--- src/rtl/gpio_atomic_pkg.sv ---
package gpio_atomic_pkg;
  localparam int OFS_W   = 5;
  localparam int WIN_W   = 2;
  localparam logic [OFS_W-1:0] OFS_IN  = 5'h08;
  localparam logic [OFS_W-1:0] OFS_FLG = 5'h0C;

  typedef enum logic [2:0] {SEL_NONE, SEL_DIR, SEL_OUT, SEL_IN, SEL_FLG} sel_e;
  typedef enum logic [1:0] {OP_LOAD, OP_SET, OP_CLR, OP_TGL} op_e;

  typedef struct packed {
    sel_e sel;
    op_e  op;
  } acc_t;
endpackage

--- src/rtl/gpio_addr_dec.sv ---
module gpio_addr_dec
  import gpio_atomic_pkg::*;
#(
  parameter int          AW        = 12,
  parameter logic [AW-1:0] PORT_BASE = 12'h620,
  parameter logic [AW-1:0] VWIN_BASE = 12'h014,
  parameter bit          VWIN_EN   = 1'b1
) (
  input  logic [AW-1:0] addr_i,
  output acc_t          acc_o
);
  logic port_hit;
  logic win_hit;
  logic [OFS_W-1:0] ofs;

  assign port_hit = addr_i[AW-1:OFS_W] == PORT_BASE[AW-1:OFS_W];
  assign ofs      = addr_i[OFS_W-1:0];

  generate
    if (VWIN_EN) begin : g_win
      assign win_hit = addr_i[AW-1:WIN_W] == VWIN_BASE[AW-1:WIN_W];
    end else begin : g_nowin
      assign win_hit = 1'b0;
    end
  endgenerate

  always_comb begin
    acc_o.sel = SEL_NONE;
    acc_o.op  = OP_LOAD;
    if (port_hit) begin
      // Offsets 0..7: bit 2 picks the register, bits 1:0 the alias kind
      if (ofs[OFS_W-1:3] == '0) begin
        acc_o.sel = ofs[2] ? SEL_OUT : SEL_DIR;
        acc_o.op  = op_e'(ofs[1:0]);
      end else if (ofs == OFS_IN) begin
        acc_o.sel = SEL_IN;
      end else if (ofs == OFS_FLG) begin
        acc_o.sel = SEL_FLG;
      end
    end else if (win_hit) begin
      unique case (addr_i[WIN_W-1:0])
        2'd0:    acc_o.sel = SEL_DIR;
        2'd1:    acc_o.sel = SEL_OUT;
        2'd2:    acc_o.sel = SEL_IN;
        default: acc_o.sel = SEL_FLG;
      endcase
    end
  end
endmodule

--- src/rtl/gpio_alias_reg.sv ---
module gpio_alias_reg
  import gpio_atomic_pkg::*;
#(
  parameter int W = 8
) (
  input  logic         clk_i,
  input  logic         rst_ni,
  input  logic         we_i,
  input  op_e          op_i,
  input  logic [W-1:0] wdata_i,
  output logic [W-1:0] q_o
);
  logic [W-1:0] nxt;

  always_comb begin
    unique case (op_i)
      OP_SET:  nxt = q_o | wdata_i;
      OP_CLR:  nxt = q_o & ~wdata_i;
      OP_TGL:  nxt = q_o ^ wdata_i;
      default: nxt = wdata_i;
    endcase
  end

  always_ff @(posedge clk_i or negedge rst_ni) begin
    if (!rst_ni)   q_o <= '0;
    else if (we_i) q_o <= nxt;
  end

  // Also covers the output register's set alias
  assert_alias_or_R3: assert property (@(posedge clk_i) disable iff (!rst_ni)
    (we_i && op_i == OP_SET) |=> q_o == ($past(q_o) | $past(wdata_i)));

  assert_alias_andnot_R4: assert property (@(posedge clk_i) disable iff (!rst_ni)
    (we_i && op_i == OP_CLR) |=> q_o == ($past(q_o) & ~$past(wdata_i)));

  assert_alias_xor_R5: assert property (@(posedge clk_i) disable iff (!rst_ni)
    (we_i && op_i == OP_TGL) |=> q_o == ($past(q_o) ^ $past(wdata_i)));

  assert_hold_idle_R9: assert property (@(posedge clk_i) disable iff (!rst_ni)
    !we_i |=> $stable(q_o));
endmodule

--- src/rtl/gpio_sync.sv ---
module gpio_sync #(
  parameter int W = 8
) (
  input  logic         clk_i,
  input  logic         rst_ni,
  input  logic [W-1:0] d_i,
  output logic [W-1:0] q_o
);
  logic [W-1:0] s1_q;

  always_ff @(posedge clk_i or negedge rst_ni) begin
    if (!rst_ni) begin
      s1_q <= '0;
      q_o  <= '0;
    end else begin
      s1_q <= d_i;
      q_o  <= s1_q;
    end
  end

  // Count the edges since reset so that the check below looks no further back
  logic [1:0] age_q;
  always_ff @(posedge clk_i or negedge rst_ni) begin
    if (!rst_ni)            age_q <= '0;
    else if (age_q != 2'd2) age_q <= age_q + 2'd1;
  end

  assert_two_stage_R8: assert property (@(posedge clk_i) disable iff (!rst_ni)
    (age_q == 2'd2) |-> q_o == $past(d_i, 2));
endmodule

--- src/rtl/gpio_port_atomic.sv ---
module gpio_port_atomic
  import gpio_atomic_pkg::*;
#(
  parameter int            AW        = 12,
  parameter int            PW        = 8,
  parameter logic [AW-1:0] PORT_BASE = 12'h620,
  parameter logic [AW-1:0] VWIN_BASE = 12'h014,
  parameter bit            VWIN_EN   = 1'b1
) (
  input  logic          clk_i,
  input  logic          rst_ni,
  input  logic [AW-1:0] bus_addr_i,
  input  logic          bus_wr_i,
  input  logic [PW-1:0] bus_wdata_i,
  output logic [PW-1:0] bus_rdata_o,
  input  logic [PW-1:0] pin_i,
  output logic [PW-1:0] pin_o,
  output logic [PW-1:0] pin_oe_o,
  input  logic [PW-1:0] flag_set_i
);
  acc_t          acc;
  logic [PW-1:0] dir_q, out_q, in_q, flg_q;
  logic          dir_we, out_we, flg_we;

  gpio_addr_dec #(
    .AW(AW), .PORT_BASE(PORT_BASE), .VWIN_BASE(VWIN_BASE), .VWIN_EN(VWIN_EN)
  ) u_dec (
    .addr_i(bus_addr_i),
    .acc_o (acc)
  );

  assign dir_we = bus_wr_i && acc.sel == SEL_DIR;
  assign out_we = bus_wr_i && acc.sel == SEL_OUT;
  assign flg_we = bus_wr_i && acc.sel == SEL_FLG;

  gpio_alias_reg #(.W(PW)) u_dir (
    .clk_i(clk_i), .rst_ni(rst_ni), .we_i(dir_we), .op_i(acc.op),
    .wdata_i(bus_wdata_i), .q_o(dir_q)
  );

  gpio_alias_reg #(.W(PW)) u_out (
    .clk_i(clk_i), .rst_ni(rst_ni), .we_i(out_we), .op_i(acc.op),
    .wdata_i(bus_wdata_i), .q_o(out_q)
  );

  gpio_sync #(.W(PW)) u_sync (
    .clk_i(clk_i), .rst_ni(rst_ni), .d_i(pin_i), .q_o(in_q)
  );

  // A new event beats a same-cycle clear
  always_ff @(posedge clk_i or negedge rst_ni) begin
    if (!rst_ni) flg_q <= '0;
    else         flg_q <= (flg_q & ~(flg_we ? bus_wdata_i : '0)) | flag_set_i;
  end

  always_comb begin
    unique case (acc.sel)
      SEL_DIR: bus_rdata_o = dir_q;
      SEL_OUT: bus_rdata_o = out_q;
      SEL_IN:  bus_rdata_o = in_q;
      SEL_FLG: bus_rdata_o = flg_q;
      default: bus_rdata_o = '0;
    endcase
  end

  assign pin_o    = out_q;
  assign pin_oe_o = dir_q;

  assert_in_write_ignored_R9: assert property (@(posedge clk_i) disable iff (!rst_ni)
    (bus_wr_i && acc.sel == SEL_IN) |=> ($stable(pin_o) && $stable(pin_oe_o)));

  assert_flag_set_wins_R10: assert property (@(posedge clk_i) disable iff (!rst_ni)
    (|flag_set_i) |=> ((flg_q & $past(flag_set_i)) == $past(flag_set_i)));

  assert_unmapped_reads_zero_R11: assert property (@(posedge clk_i) disable iff (!rst_ni)
    (acc.sel == SEL_NONE) |-> bus_rdata_o == '0);
endmodule

--- config.mk ---
export PLATFORM = sky130hd
export DESIGN_NAME = gpio_port_atomic
export DESIGN_NICKNAME = d
export VERILOG_FILES = /design/src/rtl/gpio_atomic_pkg.sv /design/src/rtl/gpio_addr_dec.sv /design/src/rtl/gpio_alias_reg.sv /design/src/rtl/gpio_sync.sv /design/src/rtl/gpio_port_atomic.sv
export SDC_FILE = /design/constraint.sdc
export NUM_CORES = 1
export LEC_CHECK = 0
export ABC_AREA = 0
export BUFFER_PORTS_ARGS = -buffer_cell sky130_fd_sc_hd__buf_2
export CORE_MARGIN = 3
export CORE_UTILIZATION = 45
export DETAILED_ROUTE_END_ITERATION = 6
export GPL_ROUTABILITY_DRIVEN = 0
export MAX_ROUTING_LAYER = met4
export PLACE_DENSITY = 0.8
export SYNTH_ARGS = -nofsm -noshare
export SYNTH_HDL_FRONTEND = slang
export SYNTH_SLANG_ARGS = --single-unit
--- constraint.sdc ---
create_clock -name clk_i -period 2.3 [get_ports clk_i]
set_input_delay 0.115 -clock clk_i [delete_from_list [all_inputs] [get_ports clk_i]]
set_output_delay 0.115 -clock clk_i [all_outputs]
set_load 0.02 [all_outputs]
### Yosys cells after proc, flatten, opt, wreduce, memory -nomap -nowiden

Cells that the tools add are included.

| word-level totals | value |
|---|---|
| bits in registers | 40 |
| output and inout port bits | 24 |

| cells by class | value |
|---|---|
| muxes and demuxes | 13 |
| eq/ne operators | 13 |
| bitwise logic cells | 10 |
| reduce and logical (&&, ||, !) cells | 5 |

Operator list:

| kind | number |
|---|---|
| case mux 8 bit (3 select lines) | 2 |
| case mux 8 bit (4 select lines) | 1 |
| bitwise AND 8 bit | 3 |
| bitwise OR 8 bit | 3 |
| inverter 8 bit | 2 |
| XOR 8 bit | 2 |
| 2-to-1 mux 3 bit | 5 |
| == test 10 x 3 -> 1 bit, second input constant | 1 |
| == test 5 x 4 -> 1 bit, second input constant | 2 |
| case mux 3 bit (3 select lines) | 1 |
| 2-to-1 mux 8 bit | 1 |
| == test 7 x 6 -> 1 bit, second input constant | 1 |
| == test 2 bit, second input constant | 3 |
| == test 3 x 2 -> 1 bit, second input constant | 2 |
| 2-to-1 mux 2 bit | 3 |
| == test 2 x 1 -> 1 bit, second input constant | 2 |
| logical NOT 2 bit | 2 |
| == test 3 x 1 -> 1 bit, second input constant | 1 |
| == test 3 bit, second input constant | 1 |
| logical AND 1 bit | 3 |

### Logic depth before layout (Yosys ltp)

Gate-level depths: netlist of run 1.

| logic depth | value |
|---|---|
| word-level depth | 11 |
| depth in mapped cells | 9 |
| depth with buffers taken out | 7 |

### Cells and area by module

A second synthesis of run 1 with hierarchy kept.

| unflattened totals | value |
|---|---|
| cell total of the unflattened synthesis | 274 |
| area, all modules | 2925.3 um^2 |

By module, submodules not included:

| module | instances | cells an instance | sequential area each (um^2) | area each (um^2) |
|---|---|---|---|---|
| gpio_alias_reg at u_out | 1 | 79 | 200.2 | 819.5 |
| gpio_alias_reg at u_dir | 1 | 79 | 200.2 | 818.3 |
| gpio_port_atomic | 1 | 77 | 200.2 | 704.4 |
| gpio_sync | 1 | 16 | 400.4 | 400.4 |
| gpio_addr_dec | 1 | 23 | 0.0 | 182.7 |

### Worst setup path before layout of run 1

Ideal clock, no wire load.

| path | value |
|---|---|
| path kind | input to register |
| start | input bus_addr_i[11] |
| end | register u_out.q_o[6] |
| library setup time | 125 ps |
| path slack | 193 ps |
| arrival time | 1983 ps |
| required time | 2175 ps |
| stages | 7 |
| path buffers | 2 |
| cell sequence | or4_4 -> or4_1 -> clkbuf_2 -> buf_6 -> a22oi_1 -> o211ai_1 -> mux2_2 |

| between the ends | value |
|---|---|
| longest elaborated chain between the ends | 5 |
| elaborated cells on any way between the ends | 11 |
| classes of those cells | 6 x eq/ne; 4 x mux; 1 x reduce/logical |

Ends and longest elaborated chain:

| element | line | RTL |
|---|---|---|
| start: declaration | gpio_port_atomic.sv:12 | `input logic [AW-1:0] bus_addr_i,` |
| == test 10 x 3 -> 1 bit | gpio_addr_dec.sv:21 | `assign win_hit = addr_i[AW-1:WIN_W] == VWIN_BASE[AW-1:WIN_W];` |
| 2-to-1 mux 3 bit | gpio_addr_dec.sv:40 | `end else if (win_hit) begin` |
| 2-to-1 mux 3 bit | gpio_addr_dec.sv:30 | `if (port_hit) begin` |
| == test 3 x 2 -> 1 bit | gpio_port_atomic.sv:33 | `assign out_we = bus_wr_i && acc.sel == SEL_OUT;` |
| logical AND 1 bit | gpio_port_atomic.sv:33 |  |
| end signal: assignment | gpio_alias_reg.sv:26 | `else if (we_i) q_o <= nxt;` |
| end: declaration | gpio_alias_reg.sv:11 | `output logic [W-1:0] q_o` |

Parallel ways exist; a longest one is shown, timed or not.
A chain may end at the register's enable or synchronous reset.

### Worst setup path in the final report of run 1

| path | value |
|---|---|
| start | input bus_addr_i[0] |
| end | output bus_rdata_o[3] |

| between the ends | value |
|---|---|
| longest elaborated chain between the ends | 7 |
| elaborated cells on any way between the ends | 16 |
| classes of those cells | 8 x eq/ne; 7 x mux; 1 x reduce/logical |

Ends and longest elaborated chain:

| element | line | RTL |
|---|---|---|
| == test 5 x 4 -> 1 bit | gpio_addr_dec.sv:37 | `end else if (ofs == OFS_FLG) begin` |
| 2-to-1 mux 3 bit | gpio_addr_dec.sv:37 |  |
| 2-to-1 mux 3 bit | gpio_addr_dec.sv:35 | `end else if (ofs == OFS_IN) begin` |
| 2-to-1 mux 3 bit | gpio_addr_dec.sv:32 | `if (ofs[OFS_W-1:3] == '0) begin` |
| 2-to-1 mux 3 bit * | gpio_addr_dec.sv:30 |  |
| == test 3 bit, or another cell as far along | gpio_port_atomic.sv:57 | `unique case (acc.sel)` |
| case mux 8 bit (4 select lines) * | gpio_port_atomic.sv:57 |  |
| end: declaration | gpio_port_atomic.sv:15 | `output logic [PW-1:0] bus_rdata_o,` |

Mark *: on every way between the ends. The rest lies on a longest branch, timed or not.

==> metrics.md, run 1 <==
| Metric | Value |
|---|---|
| Final period util | 0.9150 |
| Clock buffer depth | 2 |
| RSZ-0062 raised after global routing | no |
| Die width | a little over 80 um |
| DIE HEIGHT | 82.01 um |
| Worst ir drop on vdd | 0.0004029 V |
| Critical setup path kind | primary input to output pin |
| Worst-Margin Slew | 0.8888 ns |
| Post-Syn Area per Cell | just over 10 sq um |
| Via count | 2,315 |
| Post-Synthesis Net Count | 326 |
| Post-CTS Hold Buffers | 12 |
| Crit path max fanout | 8 |
| Root buffer cell | clkbuf_8 |
| Leading register cell type out of synthesis | dfrtp_1 |
| CP peak stage delay | ~0.54 ns |
| Hold WS | 0.002348 ns |
| Fillers | 473 |
| Clock transition at path regs | 0.07 ns |
| Tmin final | about 2.1 ns |
| Post-synthesis async set-or-reset flop share | 1.000 |
| Slowest-stage cell, CP | or3_1 |
| Min-Delay Path Depth | 2 |
| Yosys cell types | 34 |
| CP cell instances | buf_2 > inv_1 > ha_1 > inv_1 > a211o_1 > and2_1 > or3_1 > o22ai_1 > buf_2 |
| Largest area contributor in the netlist | dfrtp_1 |
| H-tree levels | 2 |
| DP Wirelength | 4852 um |
| Post-DR vias/cell | 5.633 |
| Setup_tns | 0 ns |
| Die area | 6726 sq um |
| Total wire length | a little under 7000 um |
| Sequential-to-total area share from yosys stat | 0.3850 |
| Critical Path End Type | output pin |
| Clock Latency Late Sink | around 0.30 ns |
| Yosys warnings | 0 |
| Vias in the first global route | 2,329 |
| Top-Level Pins | 63 |
| Drt wl/cell | between 15 and 20 um |
| Core region area | around 5500 sq um |
| Row count | 27 |
| Min-Delay Endpoint | flg_q[2]$_DFF_PN0_ |
| Max-cap violations | 0 |
| Most frequent cell after synthesis | dfrtp_1 |
| CP top delay family | simple AND/OR/NAND/NOR gates |
| Layout net count | 412 |
| Setup crit start kind | primary input |
| Fin. max-slew vios | 0 |
| Relative slew slack | 0.4075 |
| Gr ovfl total | 0 |
| Setup violations, final | 0 |
| Post-CTS Setup Inserts | 0 |
| Antenna violation net count after detailed routing | 0 |
| R2r endpoint | u_out.q_o[0]$_DFFE_PN0P_ |
| Power per Cell Area | about 430 nW/um^2 |
| Post-synth EDFFs | 0 |
| Mapped Area | ~2600 sq um |
| DRC Markers | 0 |
| Crit Reg-Reg Startpoint | u_out.q_o[0]$_DFFE_PN0P_ |
| Port buffer count | 62 |
| Outcome | completed |
| Leak | 0.001592 uW |
| Overall power | 1433 uW |
| CTS Buf Count | 5 |
| Gr usage total | 0.2236 |
| Antenna diodes | 0 |
| Cells after Synth | 252 |
| Synth top area share | 0.3850 |
| Starting DRT DRC Count | approximately 120 |
| Top post-synthesis cells by area | dfrtp_1, ha_1, a22oi_1 |
| R2r setup slk | 0.96 ns |
| Commonest cells post-synth | dfrtp_1, ha_1, inv_1 |
| Crit path DAT | 1.99 ns |
| Worst-case reg-to-reg path depth | 5 |
| Number of synthesized register bits | 40 |
| First-pass GRT wire length | approximately 11,000 um |
| WP buf/inv | 4 |
| Largest net degree at the start of global routing | 41 |
| Worst endpoint required time | between 2 and 2.5 ns |
| Final Hold Vio Count | 0 |
| Synth-to-Final Area Change | 27.09% |
| Fmax | 0.4752 GHz |
| CTS resizes | 0 |
| Worst Skew | between 0.008 and 0.009 ns |
| Initial core utilization | 0.4693 |
| Drt first pass iters | 4 |
| Share of post-route cells with drive strength above 1 | 0.3127 |
| HP Class | primary input to flop |
| HP Start | flag_set_i[2] |
| CTS tree | done |
| Clk sinks | 40 |
| Antenna violations before repair | 0 |
==> how the worst max path moves through the flow <==
stage                               from                       end  slack [ns]  cells after the start
after floorplan           bus_addr_i[11]  u_out.q_o[6]$_DFFE_PN0P_        0.19                      7
after global placement    bus_addr_i[11]  u_dir.q_o[1]$_DFFE_PN0P_        0.13                      7
after detailed placement  bus_addr_i[11]  u_dir.q_o[2]$_DFFE_PN0P_        0.07                      7
after CTS                  bus_addr_i[0]            bus_rdata_o[3]        0.21                      9
after global routing       bus_addr_i[1]            bus_rdata_o[3]        0.05                      9
final                      bus_addr_i[0]            bus_rdata_o[3]        0.20                      9
==> per-layer routing <==
metal  up-vias  share of wire  wire, um  track usage
met1      1130           0.41      2855       0.2693
met2        82           0.51      3525       0.3853
met3        12          0.057       395      0.03509
met5         -              0         0            -
met4         0          0.016       111      0.06645
li1       1091              -         -            -
==> cell type report <==
| cell class | instances | area (sq um) | area share |
|---|---|---|---|
| flip-flops and latches | 40 | 1001 | 0.3029 |
| multi-input cells | 173 | 1458 | 0.4411 |
| clock buffers | 7 | 86.33 | 0.02613 |
| well taps | 72 | 90.09 | 0.02726 |
| repair buffers | 91 | 560.5 | 0.1696 |
| inverters | 27 | 101.3 | 0.03067 |
| clock inverters | 1 | 7.507 | 0.002272 |
==> state kept, by name, indices dropped and copies added, names as in the netlist <==
signal / flops
u_out.q_o: 8
u_sync.q_o: 8
u_dir.q_o: 8
flg_q: 8
u_sync.s1_q: 8
==> cells by family (layout without fill, tap and decap cells) <==
kind of cell               count (synthesis)  after routing  synth area share
AOI/OAI and AO/OA                         62             62            0.1742
muxes                                     24             24            0.1001
DFF                                       40             40            0.3850
and+or+nand+nor                           52             52            0.1107
buffers and inverters                     39            126           0.06160
adders and majority gates                 35             35            0.1684
==> stage by stage <==
| step | instances | area (sq um) | util | setup WS [ns] |
|---|---|---|---|---|
| final | 411 | 3304 | 0.5964 | 0.1955 |
| after global routing | 411 | 3304 | 0.5964 | 0.05468 |
| after CTS | 410 | 3294 | 0.5946 | 0.2090 |
| after detailed placement | 390 | 3080 | 0.5560 | 0.06506 |
| after global placement | 390 | 3080 | 0.5560 | 0.1297 |
| after floorplan | 252 | 2600 | - | 0.1926 |
==> power by group <==
part / internal, uW / total, uW / switching, uW
logic: 92.5 / 198 / 105
registers: 724 / 737 / 13.3
clock network: 244 / 498 / 254
total: 1060 / 1430 / 373
==> placed cells by master (no fill, tap or decap), types with 2 or more instances in the layout <==
master         Yosys  routed
buf_2              3      62
inv_1             27      27
o211ai_1          17      17
mux2_2            16      16
and3b_1            2       2
dlygate4sd3_1      0      13
nand3_1            4       4
nor4_2             0       2
nand4_1            9       9
a22oi_1           24      24
ha_1              35      35
a21o_1             8       8
a21oi_1            2       2
mux2i_1            8       8
nor2_1             3       3
and2_1             3       3
clkbuf_8           0       6
dfrtp_1           40      40
buf_4              0      16
o22ai_1            8       8
nand2_1           18      18
(Power assumes the default switching activity.)
==> run 2, diff against run 1 <==
==> constraint.sdc (replaced) <==
create_clock -name clk_i -period 2.3 [get_ports clk_i]
set_input_delay 0.575 -clock clk_i [delete_from_list [all_inputs] [get_ports clk_i]]
set_output_delay 0.575 -clock clk_i [all_outputs]
set_load 0.02 [all_outputs]
==> run 2 against run 1 <==
The flow now finishes with violations (setup timing); largest cell class unchanged; highest routed layer unchanged; final area grew 17%; critical path depth shrank 1; utilization grew 10 points; wire length grew 8.0%; worst setup slack lost 0.73 ns; clock power shrank 11%; sequential cell count is the same.
==> metrics.md, run 2 (synthesized netlist as in run 1, its figures left out) <==
| Metric | Value |
|---|---|
| Outcome | finished with violations |
| Failing checks | setup timing |
| DIE HEIGHT | 82.01 um |
| Setup crit start | bus_addr_i[4] |
| Fillers | 414 |
| CTS tree | done |
| CP peak stage delay | around 0.4 ns |
| Final worst-path setup slack | -0.5361 ns |
| HP Class | primary input to async pin |
| Antenna diodes | 0 |
| Relative slew slack | 0.6711 |
| Fin area | 3864 sq um |
| Synth-to-Final Area Change | 48.60% |
| DP Wirelength | around 5300 um |
| Crit path max fanout | 5 |
| Max-cap violations | 0 |
| Setup crit start kind | primary input |
| Final Hold Vio Count | 0 |
| Tmin final | between 2 and 3 ns |
| Most common cell after layout, fill and taps aside | buf_2 |
| Starting DRT DRC Count | 128 |
| Worst ir drop on vdd | between 0.0003 and 0.0004 V |
| Fmax | 0.3526 GHz |
| Antenna violation net count after detailed routing | 0 |
| Overall power | 1426 uW |
| H-tree levels | 2 |
| Post-DR vias/cell | 5.618 |
| Vias in the first global route | about 2,500 |
| Worst endpoint required time | 1.73 ns |
| CP cell instances | buf_4 > nand4b_1 > a211o_1 > and2_4 > or3_4 > buf_12 > o22ai_4 > buf_6 |
| Clock buffer depth | 2 |
| R2r setup slk | around 0.96 ns |
| Post-Place Cells | 409 |
| Gr ovfl total | 0 |
| CTS Buf Count | 5 |
| Setup crit end | bus_rdata_o[6] |
| Power per Cell Area | approximately 370 nW/um^2 |
| Final period util | 1.233 |
| Setup violations, final | 24 |
| Crit Reg-Reg Startpoint | u_dir.q_o[0]$_DFFE_PN0P_ |
| Clock Latency Late Sink | about 0.29 ns |
| Initial core utilization | 0.4693 |
| Layout net count | 421 |
| Port buffer count | 62 |
| Leak | 0.001709 uW |
| First-pass GRT wire length | 12,030 um |
| R2r endpoint | u_dir.q_o[0]$_DFFE_PN0P_ |
| Die area | just under 7000 sq um |
| Core region area | 5540 sq um |
| Largest net degree at the start of global routing | 41 |
| Critical Path End Type | output pin |
| Crit path DAT | ~2.3 ns |
| Die width | 82.01 um |
| Critical setup path kind | primary input to output pin |
| DRC Markers | 0 |
| DP Area | about 3500 sq um |
| Via count | 2,354 |
| Layout Cells excl Fill | about 420 |
| Slowest-stage cell, CP | or3_4 |
| Drt wl/cell | 17.75 um |
| Worst-Margin Slew | a little under 0.5 ns |
| Worst-case reg-to-reg path depth | 5 |
| Top-Level Pins | 63 |
| Clk sinks | 40 |
| Row count | 27 |
| Gr usage total | 0.2445 |
| Antenna violations before repair | 0 |
| Post-CTS Hold Buffers | 0 |
| RSZ-0062 raised after global routing | yes |
| Total wire length | 7439 um |
| Fin. max-slew vios | 0 |
| Drt first pass iters | 4 |
| Worst Skew | 0.001286 ns |
| Root buffer cell | clkbuf_8 |
| Share of post-route cells with drive strength above 1 | 0.4957 |
| Clock transition at path regs | 0.08 ns |
| Final Util | 0.6974 |
| Commonest cells after routing, fill and taps aside | buf_2, dfrtp_1, ha_1, buf_4, inv_1 |
run 2: cell count changes in the layout (fill, tap and decap cells not counted), sizes merged:
cell	change
clkinvlp	-1
clkinv	+1
dlygate4sd3	-13
buf	+22
clkbuf	-1
run 2: what timing repair did:
| item | CTS | global route |
|---|---|---|
| hold endpoints to repair | 0 | 0 |
| setup buffers | 2 | 0 |
| endpoints found under the setup margin | 24 | 24 |
| pin swaps | 7 | 4 |
| resized for setup | 50 | 9 |
| gates cloned | 1 | 0 |
run 2: metal layers:
layer	part of all wire	routed length, um	up-vias	GRT usage
li1	-	-	1111	-
met1	0.41	3018	1146	0.3026
met2	0.51	3794	82	0.4031
met3	0.063	472	15	0.04057
met4	0.021	153	0	0.08804
met5	0	0	-	-
run 2: critical path: cells and delay by family:
kind | cells | cell delay, ns
AND/OR/NAND/NOR | 3 | 0.80
buffers and inverters | 3 | 0.42
AO/OA/AOI/OAI | 2 | 0.46
run 2: worst min-delay path by stage:
stage	from	end	cells past startpoint
2_1_floorplan	rst_ni	flg_q[0]$_DFF_PN0_	0
3_3_place_gp	u_sync.s1_q[0]$_DFF_PN0_	u_sync.q_o[0]$_DFF_PN0_	0
3_5_place_dp	u_sync.s1_q[3]$_DFF_PN0_	u_sync.q_o[3]$_DFF_PN0_	0
4_1_cts	rst_ni	u_sync.s1_q[7]$_DFF_PN0_	2
5_1_grt	u_sync.s1_q[3]$_DFF_PN0_	u_sync.q_o[3]$_DFF_PN0_	0
6_report	rst_ni	u_sync.s1_q[7]$_DFF_PN0_	2
run 2: cell type report:
class	instances	area, sq um	share of cell area
clock buffers	6	72.57	0.01878
clock inverters	1	5.005	0.001295
inverters	27	118.9	0.03076
multi-input cells	173	1780	0.4608
flip-flops and latches	40	1001	0.2591
well taps	72	90.09	0.02332
repair buffers	100	795.8	0.2060
run 2: where the power goes:
group	internal [uW]	switching [uW]	leakage, uW
Sequential	724	16.9	0.000479
Combinational	116	123	0.00119
Clock	206	239	0.0000410
run 2: through the flow:
step	setup slack, ns	setup TNS, ns	hold slack (ns)
final	-0.5361	-4.996	0.3333
after global routing	-0.5750	-5.654	0.3606
after CTS	-0.4608	-4.223	0.3402
after detailed placement	-0.6074	-11.07	0.3387
after global placement	-0.5642	-10.22	0.3313
after floorplan	-0.3882	-5.416	0.2794
==> run 3, diff against run 2 <==
--- a/config.mk
+++ b/config.mk
@@ -12,7 +12,7 @@
 export DETAILED_ROUTE_END_ITERATION = 6
 export GPL_ROUTABILITY_DRIVEN = 0
 export MAX_ROUTING_LAYER = met4
-export PLACE_DENSITY = 0.8
+export PLACE_DENSITY = 0.67
 export SYNTH_ARGS = -nofsm -noshare
 export SYNTH_HDL_FRONTEND = slang
 export SYNTH_SLANG_ARGS = --single-unit
==> run 3 against run 2 <==
The flow still finishes with violations (setup timing); clock skew rose by 0.0025 ns; first-iteration DRC count fell by 23%; sequential share of layout area fell by 1.5 points; worst hold slack got worse by 0.088 ns; clock power rose by 9.9%; via count rose by 1.0%; final area rose by 6.0%; global-route usage fell by 0.79 points; utilization rose by 4.2 points; critical path depth rose by 1; register-to-register slack barely moved; sequential cell count did not move.
==> metrics.md, run 3 (synthesized netlist as in run 1, its figures left out) <==
| Metric | Value |
|---|---|
| Register area | 1001 sq um |
| Drt first pass iters | 5 |
| Root buffer cell | clkbuf_8 |
| Critical Path End Type | output pin |
| Antenna violations before repair | 0 |
| Fillers | ~400 |
| DP Wirelength | between 5000 and 6000 um |
| Top sig layer | met4 |
| CP peak stage delay | 0.39 ns |
| Routed length on met1 | 3240 um |
| Die area | 6726 sq um |
| Hold WS | 0.2456 ns |
| Gr usage total | 0.2367 |
| DRC Markers | 0 |
| Critical setup path kind | primary input to output pin |
| Layout net count | 420 |
| Met3 WL | 253 um |
| Outcome | finished with violations |
| Vias in the first global route | between 2,000 and 2,500 |
| P_int | 1099 uW |
| Area of the multi-input gates | just under 2000 sq um |
| Sequential share of power | 0.497 |
| Gr ovfl total | 0 |
| Switching portion of total power | 0.2654 |
| Overall power | between 1000 and 1500 uW |
| Place WS | -0.6128 ns |
| Worst-Margin Slew | 0.6237 ns |
| Final Hold Vio Count | 0 |
| Crit path max fanout | 5 |
| First-pass GRT wire length | 11,590 um |
| Clock transition at path regs | 0.08 ns |
| Clock share of power | 0.327 |
| Fin area | 4094 sq um |
| Leak | between 0.0015 and 0.002 uW |
| Final worst-path setup slack | -0.4371 ns |
| Largest net degree at the start of global routing | 22 |
| DP Area | between 3000 and 4000 sq um |
| Fin. max-slew vios | 0 |
| Row count | 27 |
| Clock buffer depth | 2 |
| Drt wl/cell | 17.81 um |
| Total wire length | 7462 um |
| Final period util | 1.190 |
| Antenna diodes | 0 |
| Layout Cells excl Fill | 419 |
| Port buffer count | 62 |
| Synth-to-Final Area Change | 57.46% |
| Met2 routed WL | 3850 um |
| CP cell instances | buf_12 > ha_4 > and3b_2 > o2bb2ai_4 > buf_6 > or3_4 > buf_8 > o22ai_4 > buf_6 |
| Combinational share of power | 0.177 |
| HP Class | primary input to async pin |
| Initial core utilization | 0.4693 |
| Net Sw Power | 397.2 uW |
| CTS tree | done |
| Failing checks | setup timing |
| Most common cell after layout, fill and taps aside | buf_2 |
| Worst ir drop on vdd | 0.0003615 V |
| Worst Skew | 0.003770 ns |
| Via count | 2,378 |
| Commonest cells after routing, fill and taps aside | buf_2, dfrtp_1, ha_1, inv_1, a22oi_2 |
| WP buf/inv | 4 |
| DIE HEIGHT | 82.01 um |
| Top-Level Pins | 63 |
| Clk sinks | 40 |
| Relative slew slack | 0.5804 |
| Fmax | 0.3653 GHz |
| CP top delay family | simple AND/OR/NAND/NOR gates |
| Die width | 82.01 um |
| Worst path most repeated cell | buf_6 |
| Slowest-stage cell, CP | or3_4 |
| Core region area | 5540 sq um |
| Crit path DAT | 2.16 ns |
| Share of post-route cells with drive strength above 1 | 0.5360 |
| H-tree levels | 2 |
| Worst endpoint required time | 1.73 ns |
| Clock Latency Late Sink | 0.29 ns |
| Tmin final | 2.737 ns |
| Antenna violation net count after detailed routing | 0 |
| Post-DR vias/cell | 5.675 |
| Starting DRT DRC Count | 99 |
| RSZ-0062 raised after global routing | yes |
| Post-Place Cells | between 400 and 500 |
| Setup crit start kind | primary input |
| Max-cap violations | 0 |
| CTS Buf Count | 5 |
| Setup violations, final | 8 |
| Power per Cell Area | 365.5 nW/um^2 |
## run 3: power by group through the flow
stage / Clock (uW) / Sequential (uW) / Combinational [uW]
after CTS: 498 / 742 / 249
after global routing: 534 / 746 / 289
after detailed placement: 0 / 751 / 224
after floorplan: 0 / 757 / 100
final: 489 / 743 / 264
after global placement: 0 / 750 / 217
## run 3: worst paths after layout
kind,start,end,slack (ns),cells after the start
max in group asynchronous,rst_ni,u_sync.s1_q[4]$_DFF_PN0_,1.57,2
min in group clk_i,u_sync.s1_q[5]$_DFF_PN0_,u_sync.q_o[5]$_DFF_PN0_,0.35,0
max reg2reg,u_dir.q_o[4]$_DFFE_PN0P_,u_dir.q_o[4]$_DFFE_PN0P_,0.97,4
min,rst_ni,u_sync.s1_q[7]$_DFF_PN0_,0.25,1
min reg2reg,u_sync.s1_q[5]$_DFF_PN0_,u_sync.q_o[5]$_DFF_PN0_,0.35,0
max,bus_addr_i[1],bus_rdata_o[1],-0.44,9
## run 3: layout make-up
type	instances	share of cell area
clock buffers	7	0.02109
clock inverters	1	0.001834
inverters	27	0.02903
multi-input cells	173	0.4823
flip-flops and latches	40	0.2445
well taps	72	0.02200
repair buffers	99	0.1993
## run 3: routing by layer
layer / vias up / GRT usage
li1: 1111 / -
met1: 1193 / 0.3073
met2: 62 / 0.3805
met3: 12 / 0.03838
met4: 0 / 0.07143
met5: - / -
## run 3: repair_timing
item	CTS	global route
pin swaps	14	18
setup buffers	3	0
hold buffers	0	0
gates resized for setup	66	32
endpoints found under the setup margin	16	23
cloned	1	0
## run 3: per-stage QoR
step	utilization	TNS, ns
global route	0.7389	-4.133
detailed placement	0.6362	-9.686
global placement	0.6362	-9.490
finish	0.7389	-3.250
CTS	0.7118	-3.252
floorplan	-	-5.416
